<file path="config.mk">
export PLATFORM = sky130hd
export DESIGN_NAME = cond_mode_ctrl
export DESIGN_NICKNAME = d
export VERILOG_FILES = /design/src/rtl/cmc_pkg.sv /design/src/rtl/cmc_mode_fsm.sv /design/src/rtl/cmc_ton_sched.sv /design/src/rtl/cond_mode_ctrl.sv
export SDC_FILE = /design/constraint.sdc
export NUM_CORES = 1
export LEC_CHECK = 0
export CAP_MARGIN = 20
export CORE_MARGIN = 4
export CORE_UTILIZATION = 30
export CTS_CLUSTER_SIZE = 12
export DETAILED_ROUTE_END_ITERATION = 10
export PLACE_DENSITY = 0.5
export SETUP_SLACK_MARGIN = 0.2
export SYNTH_ARGS = -nofsm -noshare
export SYNTH_HDL_FRONTEND = slang
export SYNTH_HIERARCHICAL = 1
export SYNTH_SLANG_ARGS = --single-unit
</file>
<file path="constraint.sdc">
create_clock -name clk -period 13.3 [get_ports clk]
set_clock_uncertainty 0.2 [all_clocks]
set_input_delay 3.99 -clock clk [delete_from_list [all_inputs] [get_ports clk]]
set_output_delay 3.99 -clock clk [all_outputs]
set_load 0.02 [all_outputs]
</file>
<file path="src/rtl/cmc_pkg.sv">
package cmc_pkg;
  typedef enum logic [1:0] {
    MODE_CCM  = 2'd0,
    MODE_DSR  = 2'd1,
    MODE_DNSR = 2'd2,
    MODE_SKIP = 2'd3
  } cmc_mode_t;
endpackage

</file>
<file path="src/rtl/cmc_mode_fsm.sv">
module cmc_mode_fsm
  import cmc_pkg::*;
#(
  parameter int IW = 10,
  parameter int EW = 8
) (
  input  logic                 clk,
  input  logic                 rst,
  input  logic                 period_stb,
  input  logic [IW-1:0]        load_code,
  input  logic signed [EW-1:0] err_code,
  input  logic [IW-1:0]        thr_ccm_dn,
  input  logic [IW-1:0]        thr_ccm_up,
  input  logic [IW-1:0]        thr_sr_dn,
  input  logic [IW-1:0]        thr_sr_up,
  input  logic [IW-1:0]        thr_skip_dn,
  input  logic [IW-1:0]        thr_skip_up,
  output cmc_mode_t            mode_q,
  output logic                 sr_en_q,
  output logic                 skip_q
);
  cmc_mode_t mode_nx;
  logic      err_above;

  // A positive error means the output voltage sits above the reference.
  assign err_above = !err_code[EW-1] && (err_code != '0);

  // Step-up is checked before step-down; each strobe moves one step at most.
  always_comb begin
    mode_nx = mode_q;
    unique case (mode_q)
      MODE_CCM:  if (load_code < thr_ccm_dn) mode_nx = MODE_DSR;
      MODE_DSR:  if (load_code > thr_ccm_up) mode_nx = MODE_CCM;
                 else if (load_code < thr_sr_dn) mode_nx = MODE_DNSR;
      MODE_DNSR: if (load_code > thr_sr_up) mode_nx = MODE_DSR;
                 else if (load_code < thr_skip_dn) mode_nx = MODE_SKIP;
      MODE_SKIP: if (load_code > thr_skip_up) mode_nx = MODE_DNSR;
      default:   mode_nx = MODE_CCM;
    endcase
  end

  always_ff @(posedge clk) begin
    if (rst) begin
      mode_q  <= MODE_CCM;
      sr_en_q <= 1'b1;
      skip_q  <= 1'b0;
    end else if (period_stb) begin
      mode_q  <= mode_nx;
      sr_en_q <= (mode_nx == MODE_CCM) || (mode_nx == MODE_DSR);
      skip_q  <= (mode_nx == MODE_SKIP) && err_above;
    end
  end

  assert_hold_mode_R2: assert property (@(posedge clk) disable iff (rst)
    !period_stb |=> ($stable(mode_q) && $stable(skip_q) && $stable(sr_en_q)));

  assert_one_step_R5: assert property (@(posedge clk) disable iff (rst)
    period_stb |=> ((mode_q == $past(mode_q)) ||
                    ({1'b0, mode_q} == {1'b0, $past(mode_q)} + 3'd1) ||
                    ({1'b0, mode_q} + 3'd1 == {1'b0, $past(mode_q)})));

  assert_ccm_exit_R3: assert property (@(posedge clk) disable iff (rst)
    (period_stb && mode_q == MODE_CCM && load_code >= thr_ccm_dn) |=> (mode_q == MODE_CCM));

  assert_skip_exit_R4: assert property (@(posedge clk) disable iff (rst)
    (period_stb && mode_q == MODE_SKIP && load_code > thr_skip_up) |=> (mode_q == MODE_DNSR));
endmodule

</file>
<file path="src/rtl/cmc_ton_sched.sv">
module cmc_ton_sched #(
  parameter int IW  = 10,
  parameter int GW  = 8,
  parameter int TW  = 10,
  parameter int GSH = 4
) (
  input  logic          clk,
  input  logic          rst,
  input  logic          period_stb,
  input  logic [IW-1:0] load_code,
  input  logic [GW-1:0] ton_gain,
  input  logic [TW-1:0] ton_offset,
  input  logic [TW-1:0] ton_min,
  input  logic [TW-1:0] ton_max,
  output logic [TW-1:0] ton_q
);
  localparam int PW = IW + GW;
  localparam int SW = PW + 1;

  logic [PW-1:0] prod;
  logic [SW-1:0] raw, lo_w, hi_w;
  logic [TW-1:0] ton_nx;

  assign prod = {{GW{1'b0}}, load_code} * {{IW{1'b0}}, ton_gain};
  assign raw  = {1'b0, prod >> GSH} + {{(SW-TW){1'b0}}, ton_offset};
  assign lo_w = {{(SW-TW){1'b0}}, ton_min};
  assign hi_w = {{(SW-TW){1'b0}}, ton_max};

  always_comb begin
    if (raw > hi_w)      ton_nx = ton_max;
    else if (raw < lo_w) ton_nx = ton_min;
    else                 ton_nx = raw[TW-1:0];
  end

  always_ff @(posedge clk) begin
    if (rst)             ton_q <= '0;
    else if (period_stb) ton_q <= ton_nx;
  end

  assert_ton_bounds_R8: assert property (@(posedge clk) disable iff (rst)
    (period_stb && ton_min <= ton_max) |=> (ton_q >= $past(ton_min) && ton_q <= $past(ton_max)));

  assert_ton_hold_R2: assert property (@(posedge clk) disable iff (rst)
    !period_stb |=> $stable(ton_q));
endmodule

</file>
<file path="src/rtl/cond_mode_ctrl.sv">
module cond_mode_ctrl
  import cmc_pkg::*;
#(
  parameter int IW  = 10,
  parameter int EW  = 8,
  parameter int GW  = 8,
  parameter int TW  = 10,
  parameter int GSH = 4
) (
  input  logic                 clk,
  input  logic                 rst,
  input  logic                 period_stb,
  input  logic [IW-1:0]        load_code,
  input  logic signed [EW-1:0] err_code,
  input  logic [IW-1:0]        thr_ccm_dn,
  input  logic [IW-1:0]        thr_ccm_up,
  input  logic [IW-1:0]        thr_sr_dn,
  input  logic [IW-1:0]        thr_sr_up,
  input  logic [IW-1:0]        thr_skip_dn,
  input  logic [IW-1:0]        thr_skip_up,
  input  logic [GW-1:0]        ton_gain,
  input  logic [TW-1:0]        ton_offset,
  input  logic [TW-1:0]        ton_min,
  input  logic [TW-1:0]        ton_max,
  output logic [1:0]           mode,
  output logic                 sr_en,
  output logic [TW-1:0]        sr_ton,
  output logic                 skip
);
  cmc_mode_t mode_r;

  cmc_mode_fsm #(.IW(IW), .EW(EW)) u_fsm (
    .clk(clk), .rst(rst), .period_stb(period_stb),
    .load_code(load_code), .err_code(err_code),
    .thr_ccm_dn(thr_ccm_dn), .thr_ccm_up(thr_ccm_up),
    .thr_sr_dn(thr_sr_dn), .thr_sr_up(thr_sr_up),
    .thr_skip_dn(thr_skip_dn), .thr_skip_up(thr_skip_up),
    .mode_q(mode_r), .sr_en_q(sr_en), .skip_q(skip)
  );

  cmc_ton_sched #(.IW(IW), .GW(GW), .TW(TW), .GSH(GSH)) u_ton (
    .clk(clk), .rst(rst), .period_stb(period_stb),
    .load_code(load_code), .ton_gain(ton_gain), .ton_offset(ton_offset),
    .ton_min(ton_min), .ton_max(ton_max), .ton_q(sr_ton)
  );

  assign mode = mode_r;

  assert_sr_en_mode_R6: assert property (@(posedge clk) disable iff (rst)
    sr_en == (mode == 2'd0 || mode == 2'd1));

  assert_skip_mode_R7: assert property (@(posedge clk) disable iff (rst)
    skip |-> (mode == 2'd3));
endmodule

</file>
==> flow_summary_export.csv <==
group,metric,value,unit
timing,worst-slew-pin-transition,818.2,ps
timing,hold_slack,321.2,ps
cells_and_area,final_layout_size_suffix_gt1_share,4.898,%
timing,timing.final.setup_violations,0,
cts,cts_sinks,14,
die,fp.dieW,146.7,um
setup_path,critical-path-top-cell-by-count,"sky130_fd_sc_hd__fa_1",
timing,totalNegativeSetupSlack,0,ps
cells_and_area,finish.net_count,1127,
cts,cts.path.max_buffers,2,
drt,post_drt_via_cell_ratio,4.724,
die,design.core.area,18830,sq um
yosys,ys_warns,6,
timing,slew_violations,0,
die,die_area,21510,sq um
timing,rsz0062_at_grt,"no",
cells_and_area,antennaDiodeCount,0,
yosys,postSynthCellCount,706,
cts,clock_insertion_delay_worst_skew,240,ps
power_and_ir_drop,total_power,1.625,mW
outcome,outcome,"finished, final reports clean",
setup_path,cp_data_required_time,13250,ps
cells_and_area,area.growth.synth_to_final,29.86,%
placed_design,place_congestion,0.8049,
die,design.portCount,133,
cts,htreeDepth,1,
setup_path,reg2reg_slack,11390,ps
power_and_ir_drop,powerDensity,216.9,nW/um^2
yosys,netlist_area_before_placement,5769,sq um
yosys,synth.avg_cell_area,8.172,sq um
setup_path,setup.worst_path.start_class,"input pin",
global_route,grt_antenna_before_repair,0,
setup_path,critPathArrivalTime,11670,ps
cells_and_area,num-fill-cells,1986,
drt,wl_per_cell,14.57,um
yosys,synth.yosys.seq_area_share,4.858,%
setup_path,worst-path-max-fanout,19,
drt,firstDrtPassIters,4,
cts,cts_post_setup_buffers_inserted,0,
timing,final_min_period_over_clock_period,88.12,%
drt,routed_antenna_nets,0,
global_route,grt_max_degree,29,
hold_path,min-delay-start,"u_fsm/sr_en_q",
timing,final-hold-violation-count,0,
yosys,synth_async_sr_flop_share,0,%
yosys,postSynth.topFlopCell,"sky130_fd_sc_hd__dfxtp_1",
global_route,grt_pass1_vias,5046,
timing,fin_ws,1580,ps
global_route,grt_pass1_wl,25880,um
timing,final.min_clock_period,11720,ps
timing,achievable-frequency,85.32,MHz
setup_path,criticalPathCategory,"input pin to flop",
setup_path,max_stage_delay,840,ps
setup_path,cpMaxStageDelayCell,"sky130_fd_sc_hd__clkdlybuf4s50_1",
cts,total_cts_buffers,3,
global_route,gr-total-overflow,0,
die,initial_utilization,30.64,%
placed_design,numPortBuffers,132,
die,row_count,50,
flow_run,cap_violations,0,
hold_path,hp-class,"flop to flop",
cts,cts.reportedPaths.clkPinSlew,50,ps
placed_design,pre_cts_slack,1249,ps
cts,tritoncts,"done",
yosys,synth.ff_latch_count,14,
placed_design,hpwl,13820,um
die,die_h,146.7,um
power_and_ir_drop,vdd_drop_max,0.0001606,V
global_route,grt.total_usage,14.46,%
setup_path,worstReg2RegEnd,"u_fsm/mode_q[0]",
hold_path,worst_hold_depth,2,
drt,routed_wirelength,15980,um
timing,max_slew_headroom,45.28,%
power_and_ir_drop,leakage,3.590,nW
hold_path,whs_endpoint,"u_fsm/sr_en_q",
cts,cts_root_buf,"sky130_fd_sc_hd__clkbuf_16",
setup_path,reg2reg_depth,5,
yosys,synth-edff-count,0,
drt,drc,0,
yosys,distinct_cell_type_count_of_the_synthesized_netlist,68,
cts,hold_buffers,0,
setup_path,worstReg2RegStart,"u_fsm/mode_q[0]",
drt,detailroute.via_count,5182,
drt,detailedRoute.firstIterationViolations,181,
cts,post_cts_resize_count,0,
yosys,syn-num-nets,995,
setup_path,type_of_element_capturing_the_critical_path,"flop",
cells_and_area,postLayoutCoreUtil,39.79,%
[Yosys cell counts (3+ instances only)]
cell type                  instances  area share [%]
sky130_fd_sc_hd__a211oi_1         11             1.4
sky130_fd_sc_hd__a21boi_0          3            0.39
sky130_fd_sc_hd__a21o_1           12             1.6
sky130_fd_sc_hd__a21oi_1          46             4.0
sky130_fd_sc_hd__a31o_2            3            0.46
sky130_fd_sc_hd__and2_1           56             6.1
sky130_fd_sc_hd__and2_2            7            0.91
sky130_fd_sc_hd__clkbuf_1          7            0.46
sky130_fd_sc_hd__dfxtp_1          14             4.9
sky130_fd_sc_hd__fa_1             49              17
sky130_fd_sc_hd__ha_1            121              26
sky130_fd_sc_hd__inv_1           131             8.5
sky130_fd_sc_hd__mux2i_1           3            0.52
sky130_fd_sc_hd__nand2_1          27             1.8
sky130_fd_sc_hd__nand2b_1          7            0.76
sky130_fd_sc_hd__nand3_1          10            0.87
sky130_fd_sc_hd__nand4_1          11             1.2
sky130_fd_sc_hd__nand4b_1          9             1.4
sky130_fd_sc_hd__nor2_1           37             2.4
sky130_fd_sc_hd__nor2b_1           7            0.76
sky130_fd_sc_hd__nor3_1            8            0.69
sky130_fd_sc_hd__o21a_1            8             1.0
sky130_fd_sc_hd__o21ai_0          28             2.4
sky130_fd_sc_hd__o21bai_1          4            0.52
sky130_fd_sc_hd__o311ai_0          3            0.46
sky130_fd_sc_hd__o311ai_1          8             1.2
sky130_fd_sc_hd__o31a_1            3            0.46
sky130_fd_sc_hd__o31ai_1           5            0.65
sky130_fd_sc_hd__or3_1             3            0.33
sky130_fd_sc_hd__or3b_2            9             1.4
sky130_fd_sc_hd__xnor2_1           9             1.4
sky130_fd_sc_hd__xor2_1            5            0.76
[report_power, final]
part / internal, mW / switching [mW]
Sequential: 0.0542 / 0.00769
Combinational: 0.617 / 0.883
Clock: 0.0456 / 0.0183
[state kept, by name, indices dropped and copies added, names as in the netlist]
register and count:
u_fsm/sr_en_q 1, u_fsm/skip_q 1, u_ton/ton_q 10, u_fsm/mode_q 2
[cell usage in the layout (no fill, tap or decap), drive strengths merged, types with 2 or more instances in the layout]
cell type	count
a2111oi	2
a211oi	13
a21boi	3
a21o	13
a21oi	46
a31o	4
and2	64
and4	2
buf	4
clkbuf	4
clkdlybuf4s50	132
dfxtp	14
fa	49
ha	121
inv	131
mux2i	3
nand2	27
nand2b	8
nand3	10
nand4	11
nand4b	9
nor2	37
nor2b	7
nor3	8
nor3b	2
nor4	3
o211ai	3
o21a	8
o21ai	30
o21bai	4
o311ai	11
o31a	3
o31ai	7
or3	3
or3b	10
or4	2
xnor2	9
xor2	5
[critical path, delay by kind of cell]
kind	cells	cell delay, ps
AND/OR/NAND/NOR	4	810
XOR/XNOR	1	160
buffers and inverters	4	990
multiplexers	1	190
adder cells (fa/ha/maj)	7	3080
AO/OA/AOI/OAI	12	2430
[worst max path at each step]
stage / startpoint / endpoint / slack, ps
global route: load_code[3] / u_ton/ton_q[2] / 850
finish: load_code[1] / u_ton/ton_q[2] / 1580
global placement: load_code[3] / u_ton/ton_q[2] / 1370
floorplan: load_code[0] / u_ton/ton_q[8] / 2730
CTS: load_code[3] / u_ton/ton_q[2] / 1490
detailed placement: load_code[3] / u_ton/ton_q[2] / 1250
[cell type report]
cell class                 count  area, sq um  share of cell area [%]
multi-input combinational    552         4955                   66.13
timing repair buffer         136         1351                   18.04
inverter                     131        491.7                   6.563
tap                          260        325.3                   4.342
sequential                    14        280.3                   3.741
clock buffer                   4        88.84                   1.186
[per-stage QoR]
stage                     instance area (sq um)  cells
after floorplan                            5769    706
after global placement                     7403   1093
after detailed placement                   7403   1093
after CTS                                  7492   1097
after global routing                       7492   1097
final                                      7492   1097
[metal layers]
metal  up-vias  routed length, um  GRT usage, %
met3         2                316        0.8070
met2        62               7319         23.69
li1       2712                  -             -
met5         -                  0             0
met1      2406               8315         21.83
met4         0                 29        0.9878
[cells by family after synthesis]
kind of cell    synth area share [%]
compound gates                 19.11
xor+xnor                       2.125
fa+ha+maj                      43.24
buf+inv                        9.260
flops                          4.858
mux                           0.7157
simple gates                   20.69
Note: power is estimated with default switching activity, not from simulation.
